$ cat src/rtl/lcd_regs_pkg.sv
package lcd_regs_pkg;
  typedef enum logic [1:0] {
    VAR_BASE = 2'd0,
    VAR_SWAP = 2'd1,
    VAR_EXT  = 2'd2,
    VAR_ALT  = 2'd3
  } variant_e;

  localparam int OFF_TIM0   = 0;
  localparam int OFF_UPBASE = 4;
  localparam int OFF_LPBASE = 5;
  localparam int OFF_LOW    = 6;
  localparam int OFF_HIGH   = 7;
  localparam int OFF_RAW    = 8;
  localparam int OFF_MASKED = 9;
  localparam int OFF_CLEAR  = 10;
  localparam int OFF_UPCUR  = 11;
  localparam int OFF_LPCUR  = 12;

  localparam int CTL_ENABLE = 0;
  localparam int CTL_POWER  = 11;
  localparam int STAT_LSB   = 2;
  localparam int STAT_W     = 2;

  function automatic logic [7:0] id_byte(input logic [2:0] idx, input logic ext);
    logic [7:0] b;
    case (idx)
      3'd0: b = ext ? 8'h11 : 8'h10;
      3'd1: b = 8'h11;
      3'd2: b = ext ? 8'h24 : 8'h04;
      3'd3: b = 8'h00;
      3'd4: b = 8'h0D;
      3'd5: b = 8'hF0;
      3'd6: b = 8'h05;
      default: b = 8'hB1;
    endcase
    return b;
  endfunction
endpackage

$ cat src/rtl/lcd_ctrl_bank.sv
module lcd_ctrl_bank
  import lcd_regs_pkg::*;
#(
  parameter int DATA_W = 32,
  parameter int OFF_W  = 10,
  parameter int N_TIM  = 4
) (
  input  logic                          clk,
  input  logic                          rst_n,
  input  logic                          wr_en,
  input  logic [OFF_W-1:0]              word_off,
  input  logic [DATA_W-1:0]             wdata,
  input  logic                          swap,
  output logic [N_TIM-1:0][DATA_W-1:0]  tim_q,
  output logic [DATA_W-1:0]             upbase_q,
  output logic [DATA_W-1:0]             lpbase_q,
  output logic [DATA_W-1:0]             ctrl_q,
  output logic [DATA_W-1:0]             mask_q
);
  logic [OFF_W-1:0] mask_off, ctrl_off;
  logic             up_we, lp_we, mask_we, ctrl_we;

  always_comb begin
    mask_off = swap ? OFF_W'(OFF_HIGH) : OFF_W'(OFF_LOW);
    ctrl_off = swap ? OFF_W'(OFF_LOW)  : OFF_W'(OFF_HIGH);
    up_we    = wr_en && (word_off == OFF_W'(OFF_UPBASE));
    lp_we    = wr_en && (word_off == OFF_W'(OFF_LPBASE));
    mask_we  = wr_en && (word_off == mask_off);
    ctrl_we  = wr_en && (word_off == ctrl_off);
  end

  for (genvar i = 0; i < N_TIM; i++) begin : g_tim
    logic tim_we;
    logic [DATA_W-1:0] tim_d;
    always_comb begin
      tim_we = wr_en && (word_off == OFF_W'(OFF_TIM0 + i));
      tim_d  = tim_we ? wdata : tim_q[i];
    end
    always_ff @(posedge clk or negedge rst_n) begin
      if (!rst_n) tim_q[i] <= '0;
      else        tim_q[i] <= tim_d;
    end
  end

  logic [DATA_W-1:0] up_d, lp_d, mask_d, ctrl_d;
  always_comb begin
    up_d   = up_we   ? wdata : upbase_q;
    lp_d   = lp_we   ? wdata : lpbase_q;
    mask_d = mask_we ? wdata : mask_q;
    ctrl_d = ctrl_we ? wdata : ctrl_q;
  end

  always_ff @(posedge clk or negedge rst_n) begin
    if (!rst_n) begin
      upbase_q <= '0;
      lpbase_q <= '0;
      mask_q   <= '0;
      ctrl_q   <= '0;
    end else begin
      upbase_q <= up_d;
      lpbase_q <= lp_d;
      mask_q   <= mask_d;
      ctrl_q   <= ctrl_d;
    end
  end
endmodule

$ cat src/rtl/lcd_irq_unit.sv
module lcd_irq_unit #(
  parameter int STAT_W = 2
) (
  input  logic              clk,
  input  logic              rst_n,
  input  logic              tick_on,
  input  logic              clr_we,
  input  logic [STAT_W-1:0] clr_bits,
  input  logic [STAT_W-1:0] mask_bits,
  output logic [STAT_W-1:0] raw_q,
  output logic              irq
);
  logic [STAT_W-1:0] raw_d, clr_eff;

  always_comb begin
    clr_eff = clr_we ? clr_bits : '0;
    raw_d   = (raw_q & ~clr_eff) | (tick_on ? {STAT_W{1'b1}} : '0);
  end

  always_ff @(posedge clk or negedge rst_n) begin
    if (!rst_n) raw_q <= '0;
    else        raw_q <= raw_d;
  end

  assign irq = |(raw_q & mask_bits);
endmodule

$ cat src/rtl/lcd_size_calc.sv
module lcd_size_calc #(
  parameter int DIM_W = 11
) (
  input  logic [5:0]       col_field,
  input  logic [9:0]       row_field,
  output logic [DIM_W-1:0] width,
  output logic [DIM_W-1:0] height
);
  always_comb begin
    width  = DIM_W'({5'd0, col_field} + 11'd1) << 4;
    height = DIM_W'({1'b0, row_field} + 11'd1);
  end
endmodule

$ cat src/rtl/lcd_read_mux.sv
module lcd_read_mux
  import lcd_regs_pkg::*;
#(
  parameter int DATA_W = 32,
  parameter int OFF_W  = 10,
  parameter int N_TIM  = 4
) (
  input  logic [OFF_W-1:0]             word_off,
  input  logic                         swap,
  input  logic                         ext,
  input  logic [N_TIM-1:0][DATA_W-1:0] tim_q,
  input  logic [DATA_W-1:0]            upbase_q,
  input  logic [DATA_W-1:0]            lpbase_q,
  input  logic [DATA_W-1:0]            ctrl_q,
  input  logic [DATA_W-1:0]            mask_q,
  input  logic [DATA_W-1:0]            raw_word,
  output logic [DATA_W-1:0]            rdata
);
  logic id_hit;
  assign id_hit = &word_off[OFF_W-1:3];

  always_comb begin
    rdata = '0;
    if (id_hit) begin
      rdata = DATA_W'(id_byte(word_off[2:0], ext));
    end else if (word_off < OFF_W'(N_TIM)) begin
      rdata = tim_q[word_off[$clog2(N_TIM)-1:0]];
    end else begin
      case (word_off)
        OFF_W'(OFF_UPBASE), OFF_W'(OFF_UPCUR): rdata = upbase_q;
        OFF_W'(OFF_LPBASE), OFF_W'(OFF_LPCUR): rdata = lpbase_q;
        OFF_W'(OFF_LOW):    rdata = swap ? ctrl_q : mask_q;
        OFF_W'(OFF_HIGH):   rdata = swap ? mask_q : ctrl_q;
        OFF_W'(OFF_RAW):    rdata = raw_word;
        OFF_W'(OFF_MASKED): rdata = raw_word & mask_q;
        default:            rdata = '0;
      endcase
    end
  end
endmodule

$ cat src/rtl/lcd_regs_top.sv
module lcd_regs_top
  import lcd_regs_pkg::*;
#(
  parameter int ADDR_W = 12,
  parameter int DATA_W = 32,
  parameter int DIM_W  = 11,
  localparam int OFF_W = ADDR_W - 2,
  localparam int N_TIM = 4
) (
  input  logic              clk,
  input  logic              rst_n,
  input  logic [1:0]        variant,
  input  logic              bus_sel,
  input  logic              bus_wr,
  input  logic [ADDR_W-1:0] bus_addr,
  input  logic [DATA_W-1:0] bus_wdata,
  output logic [DATA_W-1:0] bus_rdata,
  input  logic              frame_tick,
  output logic              irq,
  output logic              panel_on,
  output logic [2:0]        bpp_code,
  output logic [DIM_W-1:0]  active_width,
  output logic [DIM_W-1:0]  active_height
);
  logic [OFF_W-1:0]             word_off;
  logic                         wr_en, swap, ext, clr_we, tick_on;
  logic [N_TIM-1:0][DATA_W-1:0] tim_q;
  logic [DATA_W-1:0]            upbase_q, lpbase_q, ctrl_q, mask_q, raw_word;
  logic [STAT_W-1:0]            raw_q, mask_stat, clr_bits;

  always_comb begin
    word_off  = bus_addr[ADDR_W-1:2];
    wr_en     = bus_sel && bus_wr;
    swap      = variant_e'(variant) != VAR_BASE;
    ext       = variant_e'(variant) == VAR_EXT;
    clr_we    = wr_en && (word_off == OFF_W'(OFF_CLEAR));
    clr_bits  = bus_wdata[STAT_LSB +: STAT_W];
    mask_stat = mask_q[STAT_LSB +: STAT_W];
    panel_on  = ctrl_q[CTL_ENABLE] && ctrl_q[CTL_POWER];
    bpp_code  = ctrl_q[3:1];
    tick_on   = frame_tick && panel_on;
    raw_word  = '0;
    raw_word[STAT_LSB +: STAT_W] = raw_q;
  end

  lcd_ctrl_bank #(.DATA_W(DATA_W), .OFF_W(OFF_W), .N_TIM(N_TIM)) u_bank (
    .clk(clk), .rst_n(rst_n), .wr_en(wr_en), .word_off(word_off),
    .wdata(bus_wdata), .swap(swap), .tim_q(tim_q), .upbase_q(upbase_q),
    .lpbase_q(lpbase_q), .ctrl_q(ctrl_q), .mask_q(mask_q)
  );

  lcd_irq_unit #(.STAT_W(STAT_W)) u_irq (
    .clk(clk), .rst_n(rst_n), .tick_on(tick_on), .clr_we(clr_we),
    .clr_bits(clr_bits), .mask_bits(mask_stat), .raw_q(raw_q), .irq(irq)
  );

  lcd_size_calc #(.DIM_W(DIM_W)) u_size (
    .col_field(tim_q[0][7:2]), .row_field(tim_q[1][9:0]),
    .width(active_width), .height(active_height)
  );

  lcd_read_mux #(.DATA_W(DATA_W), .OFF_W(OFF_W), .N_TIM(N_TIM)) u_rmux (
    .word_off(word_off), .swap(swap), .ext(ext), .tim_q(tim_q),
    .upbase_q(upbase_q), .lpbase_q(lpbase_q), .ctrl_q(ctrl_q),
    .mask_q(mask_q), .raw_word(raw_word), .rdata(bus_rdata)
  );
endmodule

$ cat config.mk
export PLATFORM = sky130hd
export DESIGN_NAME = lcd_regs_top
export DESIGN_NICKNAME = d
export VERILOG_FILES = /design/src/rtl/lcd_regs_pkg.sv /design/src/rtl/lcd_ctrl_bank.sv /design/src/rtl/lcd_irq_unit.sv /design/src/rtl/lcd_size_calc.sv /design/src/rtl/lcd_read_mux.sv /design/src/rtl/lcd_regs_top.sv
export SDC_FILE = /design/constraint.sdc
export NUM_CORES = 1
export LEC_CHECK = 0
export CAP_MARGIN = 20
export CORE_ASPECT_RATIO = 0.9
export CORE_MARGIN = 2
export CORE_UTILIZATION = 45
export DETAILED_ROUTE_END_ITERATION = 16
export HOLD_SLACK_MARGIN = 0.1
export PLACE_DENSITY = 0.67
export SLEW_MARGIN = 20
export SYNTH_ARGS = -nofsm -noshare
export SYNTH_HDL_FRONTEND = slang
export SYNTH_SLANG_ARGS = --single-unit
export TNS_END_PERCENT = 50
$ cat constraint.sdc
create_clock -name clk -period 3.9 [get_ports clk]
set_input_delay 0.39 -clock clk [delete_from_list [all_inputs] [get_ports clk]]
set_output_delay 0.39 -clock clk [all_outputs]
set_load 0.02 [all_outputs]
# Word level (Yosys, flattened, before mapping)
# Index checks and enable logic that the tools add are counted.
[word_totals] ram_bits=0 word_cells=72 out_inout_bits=59 input_bits=51 n_memories=0 mem_bits_ro=0 register_bits=258 latchBits=0
[classes] mul=0 div=0 n_eq_ne=21 n_reduce_logical=19 mux=14 n_shift=0 magnitude_cmp=2 bitwise=5 n_addsub=2
[op_table] op="$pmux W32 S6" n=1
[op_table] op="$mux W32" n=5
[op_table] op="$bmux W32 S2" n=1
[op_table] op="$pmux W8 S7" n=1
[op_table] op="$eq A10 B4 Y1 const B" n=5
[op_table] op="$eq A10 B3 Y1 const B" n=4
[op_table] op="$and A4 B32 Y32" n=1
[op_table] op="$eq A10 B10 Y1" n=2
[op_table] op="$eq A10 B2 Y1 const B" n=2
[op_table] op="$logic_and A1 B1 Y1" n=12
[op_table] op="$add A10 B1 Y11 const B" n=1
[op_table] op="$eq A10 B1 Y1 const B" n=1
[op_table] op="$logic_not A10 Y1" n=1
[op_table] op="$lt A10 B3 Y1 const B" n=1
[op_table] op="$eq A3 B3 Y1 const B" n=3
[op_table] op="$add A6 B1 Y7 const B" n=1
[op_table] op="$reduce_and A7 Y1" n=1
[op_table] op="$eq A3 B2 Y1 const B" n=2
[op_table] op="$mux W6" n=1
[op_table] op="$reduce_or A2 Y1" n=3
[op_table] op="$and A2 B2 Y2" n=2
[op_table] op="$mux W2" n=2
[op_table] op="$eq A3 B1 Y1 const B" n=1
[op_table] op="$logic_not A3 Y1" n=1
[op_table] op="6 further kinds" n=8

# Longest topological paths before layout
# Gate-level depths: netlist (run 1).
[logic_depth] word_depth=6 ltp_mapped=8 ltp_nobuf=5

# Modules after synthesis
# Synthesis (run 1) repeated with hierarchy kept, for this count alone.
[unflattened] hier_cells=983 hier_area_um2=12873.6
[by_module_without_submodules] mod="lcd_ctrl_bank" instances=1 seq_area_each_um2=6406.1 cells_per_inst=554 area_per_inst_um2=9541.7
[by_module_without_submodules] mod="lcd_read_mux" instances=1 seq_area_each_um2=0.0 cells_per_inst=374 area_per_inst_um2=2914.0
[by_module_without_submodules] mod="lcd_size_calc" instances=1 seq_area_each_um2=0.0 cells_per_inst=38 area_per_inst_um2=272.8
[by_module_without_submodules] mod="lcd_irq_unit" instances=1 seq_area_each_um2=50.0 cells_per_inst=7 area_per_inst_um2=81.3
[by_module_without_submodules] mod="lcd_regs_top" instances=1 seq_area_each_um2=0.0 cells_per_inst=10 area_per_inst_um2=63.8

# Worst setup path before layout (run 1)
# No wires, ideal clock.
[synth_path] path_kind="input to output" startpoint="input port bus_addr[3]" endpoint="output port bus_rdata[0]" arrival_time_ns=1.792 required_time_ns=3.510 n_path_buf=2 path_stages=7 path_slack_ns=1.718 path_cell_list="buf_2 nor2_1 clkbuf_1 a22o_1 nand2_1 o211a_1 o21ai_0"
[synth_via] elab_chain_cells=5 elab_cells_between_ends=24 classes_between="order compare (1); eq/ne (14); mux (6); reduce/logical (3)"
[synth_rtl] element="start: declaration" line="lcd_regs_top.sv:15" text="input logic [ADDR_W-1:0] bus_addr,"
[synth_rtl] element="$eq A10 B3 Y1 / $eq A10 B4 Y1 (equally long branches)" line="lcd_read_mux.sv:29" text="case (word_off)"
[synth_rtl] element="$reduce_or A2 Y1" line="lcd_read_mux.sv:29"
[synth_rtl] element="$pmux W32 S6" line="lcd_read_mux.sv:29"
[synth_rtl] element="$mux W32" line="lcd_read_mux.sv:26" text="end else if (word_off < OFF_W'(N_TIM)) begin"
[synth_rtl] element="$mux W32 *" line="lcd_read_mux.sv:24" text="if (id_hit) begin"
[synth_rtl] element="end: declaration" line="lcd_regs_top.sv:17" text="output logic [DATA_W-1:0] bus_rdata,"
# Mark *: on every way between the ends. The rest lies on a longest branch, timed or not. The select of a mux whose other input is x is not followed.

# Worst setup path after layout (run 1)
[layout_path] startpoint="input port variant[1]" endpoint="output port bus_rdata[6]"
[layout_via] elab_chain_cells=5 elab_cells_between_ends=6 classes_between="mux (5); reduce/logical (1)"
[layout_rtl] element="start: declaration" line="lcd_regs_top.sv:12" text="input logic [1:0] variant,"
[layout_rtl] element="$reduce_bool A2 Y1 *" line="lcd_regs_top.sv:34" text="swap = variant_e'(variant) != VAR_BASE;"
[layout_rtl] element="$mux W32, on equally long branches" line="lcd_read_mux.sv:33, lcd_read_mux.sv:32"
[layout_rtl] element="$pmux W32 S6 *" line="lcd_read_mux.sv:29"
[layout_rtl] element="$mux W32 *" line="lcd_read_mux.sv:26"
[layout_rtl] element="$mux W32 *" line="lcd_read_mux.sv:24"
# Mark *: on every way between the ends. The rest lies on a longest branch, timed or not.

==> results of run 1 <==
cell usage in the layout (no fill, tap or decap), types with 5 or more instances in the layout:
cell / instances
dfrtp_1: 258
mux2_1: 126
clkdlybuf4s50_1: 99
mux2_2: 70
mux2_4: 60
nand2_1: 60
a21oi_1: 60
nor2_1: 52
buf_4: 33
mux4_2: 32
nor2b_1: 29
o22ai_1: 29
clkbuf_16: 28
a22oi_1: 25
o31a_1: 21
o21ai_0: 20
nand3_1: 16
xnor2_1: 9
mux2i_1: 8
a22o_1: 8
clkinv_2: 7
buf_12: 7
nand4_1: 6
nor3b_1: 6
inv_1: 5
a211oi_1: 5
clkbuf_1: 5
cell usage after synthesis (8+ instances only):
master,instances
a21oi_1,60
buf_2,20
mux4_2,32
a22o_1,8
nor2b_1,30
nand2_1,60
nand3_1,16
buf_4,20
mux2i_1,8
mux2_2,70
o21ai_0,20
mux2_1,126
o31a_1,21
clkbuf_1,30
a22oi_1,25
dfrtp_1,258
xnor2_1,9
nor2_1,56
mux2_4,60
o22ai_1,29
cells by family (layout without fill, tap and decap cells):
group	after synthesis	count (layout)
muxes	296	296
DFF	258	258
and+or+nand+nor	199	199
AOI/OAI and AO/OA	183	183
buffers and inverters	86	198
xor gates and xnor gates	13	13
adders and majority gates	2	2
other	1	4
registers in the layout, indices dropped and copies added, names as in the netlist:
register,flops
u_bank.ctrl_q,32
u_bank.lpbase_q,32
u_bank.mask_q,32
u_bank.tim_q,128
u_bank.upbase_q,32
u_irq.raw_q,2
worst max-delay path by stage:
stage | slack, ps | cells past startpoint | end
floorplan | 1720 | 7 | bus_rdata[0]
global placement | 460 | 8 | bus_rdata[6]
detailed placement | 440 | 8 | bus_rdata[6]
CTS | 410 | 8 | bus_rdata[6]
global route | 360 | 8 | bus_rdata[5]
finish | 440 | 8 | bus_rdata[6]
worst max-delay path, delay by kind of cell:
family / cells / cell delay, ps
compound gates: 3 / 720
mux: 1 / 100
simple gates: 1 / 380
buf+inv: 3 / 1470
stage by stage:
step / worst slack (ps) / hold WS (ps) / cells / util
after floorplan: 1720 / 94.4 / 1041 / -
after global placement: 460 / 441 / 1499 / 0.507
after detailed placement: 437 / 447 / 1499 / 0.507
after CTS: 413 / 451 / 1549 / 0.539
after global routing: 357 / 463 / 1549 / 0.539
final: 439 / 418 / 1549 / 0.539
layout make-up:
class / instances / area [sq um] / share of cell area
sequential: 258 / 6460 / 0.415
multi-input combinational: 697 / 6260 / 0.402
timing repair buffer: 144 / 1420 / 0.0911
clock buffer: 37 / 774 / 0.0497
tap: 396 / 495 / 0.0318
clock inverter: 12 / 150 / 0.00964
inverter: 5 / 18.8 / 0.00121
power by group through the flow:
| stage | sequential [W] | combinational, W | clock [W] |
|---|---|---|---|
| final | 0.00271 | 0.000381 | 0.00267 |
| after global routing | 0.00271 | 0.000414 | 0.00285 |
| after CTS | 0.00271 | 0.000384 | 0.00272 |
| after detailed placement | 0.00276 | 0.000382 | 0 |
| after global placement | 0.00276 | 0.000378 | 0 |
| after floorplan | 0.00276 | 0.000160 | 0 |
per-layer routing:
metal / part of all wire / vias up / track usage
met5: 0 / - / 0
met3: 0.047 / 47 / 0.0338
met1: 0.46 / 4640 / 0.319
met4: 0.021 / 0 / 0.0553
met2: 0.48 / 235 / 0.353
li1: - / 3996 / -
what timing repair did:
| item | 4_1_cts | 5_1_grt |
|---|---|---|
| gates resized for setup | 0 | 0 |
| hold buffers | 1 | 0 |
| hold endpoints to repair | 85 | 0 |
| setup buffers | 0 | 0 |
==> summary.md, run 1 <==
| Metric | Value |
|---|---|
| Mean Syn Cell Area | 12.7 sq um |
| Vias in the first global route | 9185 |
| Crit path top cell by count | clkdlybuf4s50_1 |
| Post-route ant nets | 0 |
| Design area | roughly 0.016 sq mm |
| Final period util | 0.887 |
| Die height | 166 um |
| CP Max Fanout | 10 |
| GRT overflow | 0 |
| Final net count | 1187 |
| Pint | 0.00442 W |
| Post-Route Skew | 0.845 ps |
| Post-DP HPWL | 21700 um |
| CTS tree | done |
| Distinct cells, synth | 54 |
| Row cnt | 59 |
| Number of synthesized flops with an enable pin | 0 |
| Total GRT Usage | 0.222 |
| Async SR Flop Fraction | 1.00 |
| Main combinational cell family by area after synthesis | multiplexers |
| Die Area | about 0.031 sq mm |
| Fin. Hold Viols | 0 |
| CP cell instances | clkdlybuf4s50_1, o21a_1, nor2_4, buf_4, mux2i_1, o211ai_1, o2bb2ai_1, clkdlybuf4s50_1 |
| Cell taking the most area after synthesis | dfrtp_1 |
| Filler cells | 2421 |
| 1st-pass router iterations | 5 |
| Final Wtd Congestion | 0.841 |
| Sw frac | 0.234 |
| PortBufs | between 100 and 150 |
| Yosys reg bits | ~260 |
| Simple-gate share of the synthesized area | 0.0741 |
| Clock network power share | 0.463 |
| Leakage power | 7.12 nW |
| 1st-iter DRT viols | 568 |
| First-pass GRT wire length | around 53000 um |
| Worst r2r dst | u_irq.raw_q[0] |
| Pwr Density | 370 mW/mm^2 |
| Area delta synth->final | 18.1% |
| Cell Area, Placed | 0.0146 sq mm |
| Adder-Cell Fraction of Synth Area | 0.00190 |
| Initial antenna violation count | 0 |
| Root Driver | clkbuf_16 |
| Main flop type after synthesis | dfrtp_1 |
| Clock Sinks | 258 |
| Crit-path max cell delay | 650 ps |
| Post-Syn Instances | between 1000 and 1500 |
| Vias per cell | 5.76 |
| Largest net degree at the start of global routing | 91 |
| Max Cap Violations | 0 |
| Finish-stage setup viols | 0 |
| Cts bufs inserted | 28 |
| Tmin final | 3460 ps |
| Seq pwr share | 0.471 |
| CP required | 3510 ps |
| Pins Over Slew Limit | 0 |
| Worst VDD drop | 0.324 mV |
| Flop-to-flop setup slack | 2930 ps |
| N_diodes | 0 |
| Psw | 0.00135 W |
| Complex-gate fraction of the synthesized area | 0.0899 |
| YS warnings | 0 |
| CORE AREA | 0.0289 sq mm |
| Worst Setup End Kind | output port |
| DR WL/cell | 21.4 um |
| # H-tree levels | 1 |
| Maximum clock frequency | just under 300 MHz |
| Least-Margin Pin Slew | 715 ps |
| WS Path Type | in -> out |
| Post-Syn Area | ~0.013 sq mm |
| Chip width | 184 um |
| Critical path arrival | just over 3000 ps |
| Worst min-delay path class | in -> async |
| Clk_lat worst skew | between 500 and 600 ps |
| Status | completed |
| Startpoint types | primary input |
| Slowest-stage cell, CP | clkdlybuf4s50_1 |
| Logic gate share of total power | 0.066 |
| XOR/XNOR Fraction of Synth Area | 0.00864 |
| Maximum clock path buffer count | 3 |
| Synth top area share | 0.490 |
| Design Power | 0.00577 W |
| Clock slew at reported path FFs | 60 ps |
| Final wirelength | 33100 um |
| Setup TNS | 0 ps |
| Sequential cell area fraction in the yosys report | 0.490 |
| Unrepaired setup endpoints after global routing | no |
| Remaining DRCs | 0 |
| Beginning of the critical path | variant[1] |
| Layout cells sized above 1 | 0.231 |
| Reg2reg start | u_bank.ctrl_q[0] |
| Worst-case reg-to-reg path depth | 2 |
| Via count | ~8900 |
| I/O pins | 110 |
| Synth area leaders | dfrtp_1, mux2_1, mux2_4 |
| Mux contribution to synthesized area | 0.297 |
| Initial core utilization | 0.457 |
| Max-slew headroom at the worst pin | 0.523 |
(Power assumes the default switching activity.)
==> inputs of run 2 (changes only) <==
GPL_ROUTABILITY_DRIVEN = 1   (was unset)
==> results of run 2 <==
The final DEF is identical to that of run 1; final timing and power are the same.
==> inputs of run 3 (changes only) <==
CORE_UTILIZATION = 63   (was 45)
CTS_CLUSTER_SIZE = 16   (was unset)
MAX_ROUTING_LAYER = met4   (was unset)
PLACE_DENSITY = 0.89   (was 0.67)
==> run 3 against run 2 <==
  * Sequential share of layout area up 0.81 points
  * Die area down 28%
  * Clock skew down 0.51 ps
  * Maximum frequency down 2.5%
  * Global-route usage up 11 points
  * Register-to-register slack about the same
  * Flip-flop and latch count unchanged
  * Largest cell class unchanged
==> summary.md, run 3 (same netlist as run 1, synthesis figures left out) <==
| Metric | Value |
|---|---|
| Status | completed |
| Initial core utilization | 0.638 (+0.182) |
| Setup TNS | 0 ps (unchanged) |
| First-pass GRT wire length | 55300 um (+3.5%) |
| Remaining DRCs | 0 (unchanged) |
| CTS tree | done |
| I/O pins | 110 (unchanged) |
| Unrepaired setup endpoints after global routing | no |
| Largest net degree at the start of global routing | 123 (+35%) |
| Post-Route Skew | 0.332 ps (-0.513 ps) |
| Worst min-delay path class | reg -> reg |
| Post-DP HPWL | 21300 um (-1.9%) |
| 1st-iter DRT viols | 1002 (+76%) |
| CP cell instances | clkdlybuf4s50_1, o21a_1, nor2_4, buf_4, nand2_1, a21oi_1, o31a_1, clkdlybuf4s50_1 |
| Startpoint types | primary input |
| Top reg by flops | u_bank.tim_q |
| Critical path's top delay family | buffers and inverters |
| Reg2reg start | u_bank.ctrl_q[0] |
| # H-tree levels | 1 (unchanged) |
| Crit-path max cell delay | 610 ps (-40 ps) |
| CP Max Fanout | 16 (+6) |
| Vias per cell | 6.79 (+18%) |
| Max reg flops | 128 (unchanged) |
| Die height | 141 um (-15%) |
| Max-slew headroom at the worst pin | 0.368 (-0.156) |
| Pins Over Slew Limit | 0 (unchanged) |
| Root Driver | clkbuf_16 |
| Fin. Hold Viols | 0 (unchanged) |
| WS Path Type | in -> out |
| Tmin final | 3550 ps (+87.9 ps) |
| Clock Sinks | 258 (unchanged) |
| Max Cap Violations | 0 (unchanged) |
| Final period util | 0.910 (+0.0225) |
| Critical path arrival | 3160 ps (+90 ps) |
| Hold_sp | u_bank.tim_q[42] |
| Worst path bufs/invs | 3 (unchanged) |
| Area delta synth->final | 15.9% |
| Design area | 0.0153 sq mm (-1.9%) |
| Die Area | 0.0221 sq mm (-28%) |
| Initial antenna violation count | 0 (unchanged) |
| Final Wtd Congestion | 0.890 (+5.8%) |
| Row cnt | 50 (-15%) |
| Leakage power | 7.05 nW (-0.94%) |
| Final net count | 1184 (-0.25%) |
| DR WL/cell | 24.7 um (+16%) |
| Cell Area, Placed | 0.0144 sq mm (-1.4%) |
| Final wirelength | 34800 um (+5.0%) |
| Maximum clock frequency | 282 MHz (-2.5%) |
| Finish-stage setup viols | 0 (unchanged) |
| Vias in the first global route | 10100 (+10%) |
| Commonest non-fill, non-tap cells in the layout | dfrtp_1, mux2_1, clkdlybuf4s50_1, mux2_2 |
| Most common cell after layout, fill and taps aside | dfrtp_1 |
| Worst VDD drop | 0.338 mV (+4.3%) |
| Cts bufs inserted | 27 (-3.6%) |
| Post-route ant nets | 0 (unchanged) |
| Worst Setup End Kind | output port |
| CP required | 3510 ps (about the same) |
| CORE AREA | 0.0206 sq mm (-28%) |
| Total GRT Usage | 0.331 (+0.109) |
| 1st-pass router iterations | 6 (+1) |
| PortBufs | 103 (unchanged) |
| Slowest-stage cell, CP | clkdlybuf4s50_1 |
| Least-Margin Pin Slew | 949 ps (+233 ps) |
| Chip width | 156 um (-15%) |
| Clk_lat worst skew | 540 ps (about the same) |
| N_diodes | 0 (unchanged) |
| Post-cts sizing count | 0 (unchanged) |
| Via count | 9557 (+7.2%) |
| Clock slew at reported path FFs | 60 ps (about the same) |
| Pwr Density | 365 mW/mm^2 (-1.5%) |
| Layout cells sized above 1 | 0.226 (-0.00422) |
| Filler cells | 1291 (-47%) |
| Maximum clock path buffer count | 3 (unchanged) |
| GRT overflow | 0 (unchanged) |
| Crit path top cell by count | clkdlybuf4s50_1 |
| Beginning of the critical path | variant[1] |
| Post-CTS Setup Inserts | 0 (unchanged) |
## run 3: final cells by class
| class | count | area [sq um] | share of cell area |
|---|---|---|---|
| repair buffers | 142 | 1390 | 0.0911 |
| flip-flops and latches | 258 | 6460 | 0.423 |
| multi-input cells | 697 | 6260 | 0.410 |
| clock inverters | 9 | 70.1 | 0.00459 |
| well taps | 260 | 325 | 0.0213 |
| clock buffers | 37 | 753 | 0.0493 |
| inverters | 5 | 18.8 | 0.00123 |
## run 3: power by group
group          switching, W  leakage [nW]  internal [W]
clock               0.00107         0.414       0.00140
sequential        0.0000156          3.60       0.00270
combinational      0.000255          3.04      0.000128
total               0.00134          7.05       0.00423
## run 3: final timing paths
kind,endpoint,cells after the start,slack (ps)
max,bus_rdata[26],8,350
min,u_bank.tim_q[42],1,480
max reg2reg,u_irq.raw_q[1],2,2920
min reg2reg,u_bank.tim_q[42],1,480
max in group asynchronous,u_bank.ctrl_q[8],3,2380
min in group asynchronous,u_bank.tim_q[1],2,520
## run 3: timing repair
action                                  in CTS  in global routing
endpoints found under the setup margin       0                  0
hold endpoints to repair                   118                  0
hold buffers                                 1                  0
## run 3: metal layers
layer,share of wire,up-vias,routed length [um],GRT usage
met4,0.046,0,1590,0.150
li1,-,3970,-,-
met5,0,-,0,-
met2,0.48,549,16800,0.522
met3,0.075,161,2620,0.0523
met1,0.39,4877,13700,0.427
## run 3: per-stage QoR
stage | setup WS, ps | utilization | total power, W | hold WS [ps] | instances
detailed placement | 421 | 0.699 | 0.00313 | 474 | 1361
global placement | 480 | 0.699 | 0.00312 | 462 | 1361
global route | 307 | 0.740 | 0.00571 | 496 | 1408
finish | 351 | 0.740 | 0.00557 | 482 | 1408
floorplan | 1720 | - | 0.00292 | 94.4 | 1041
CTS | 391 | 0.740 | 0.00557 | 488 | 1408
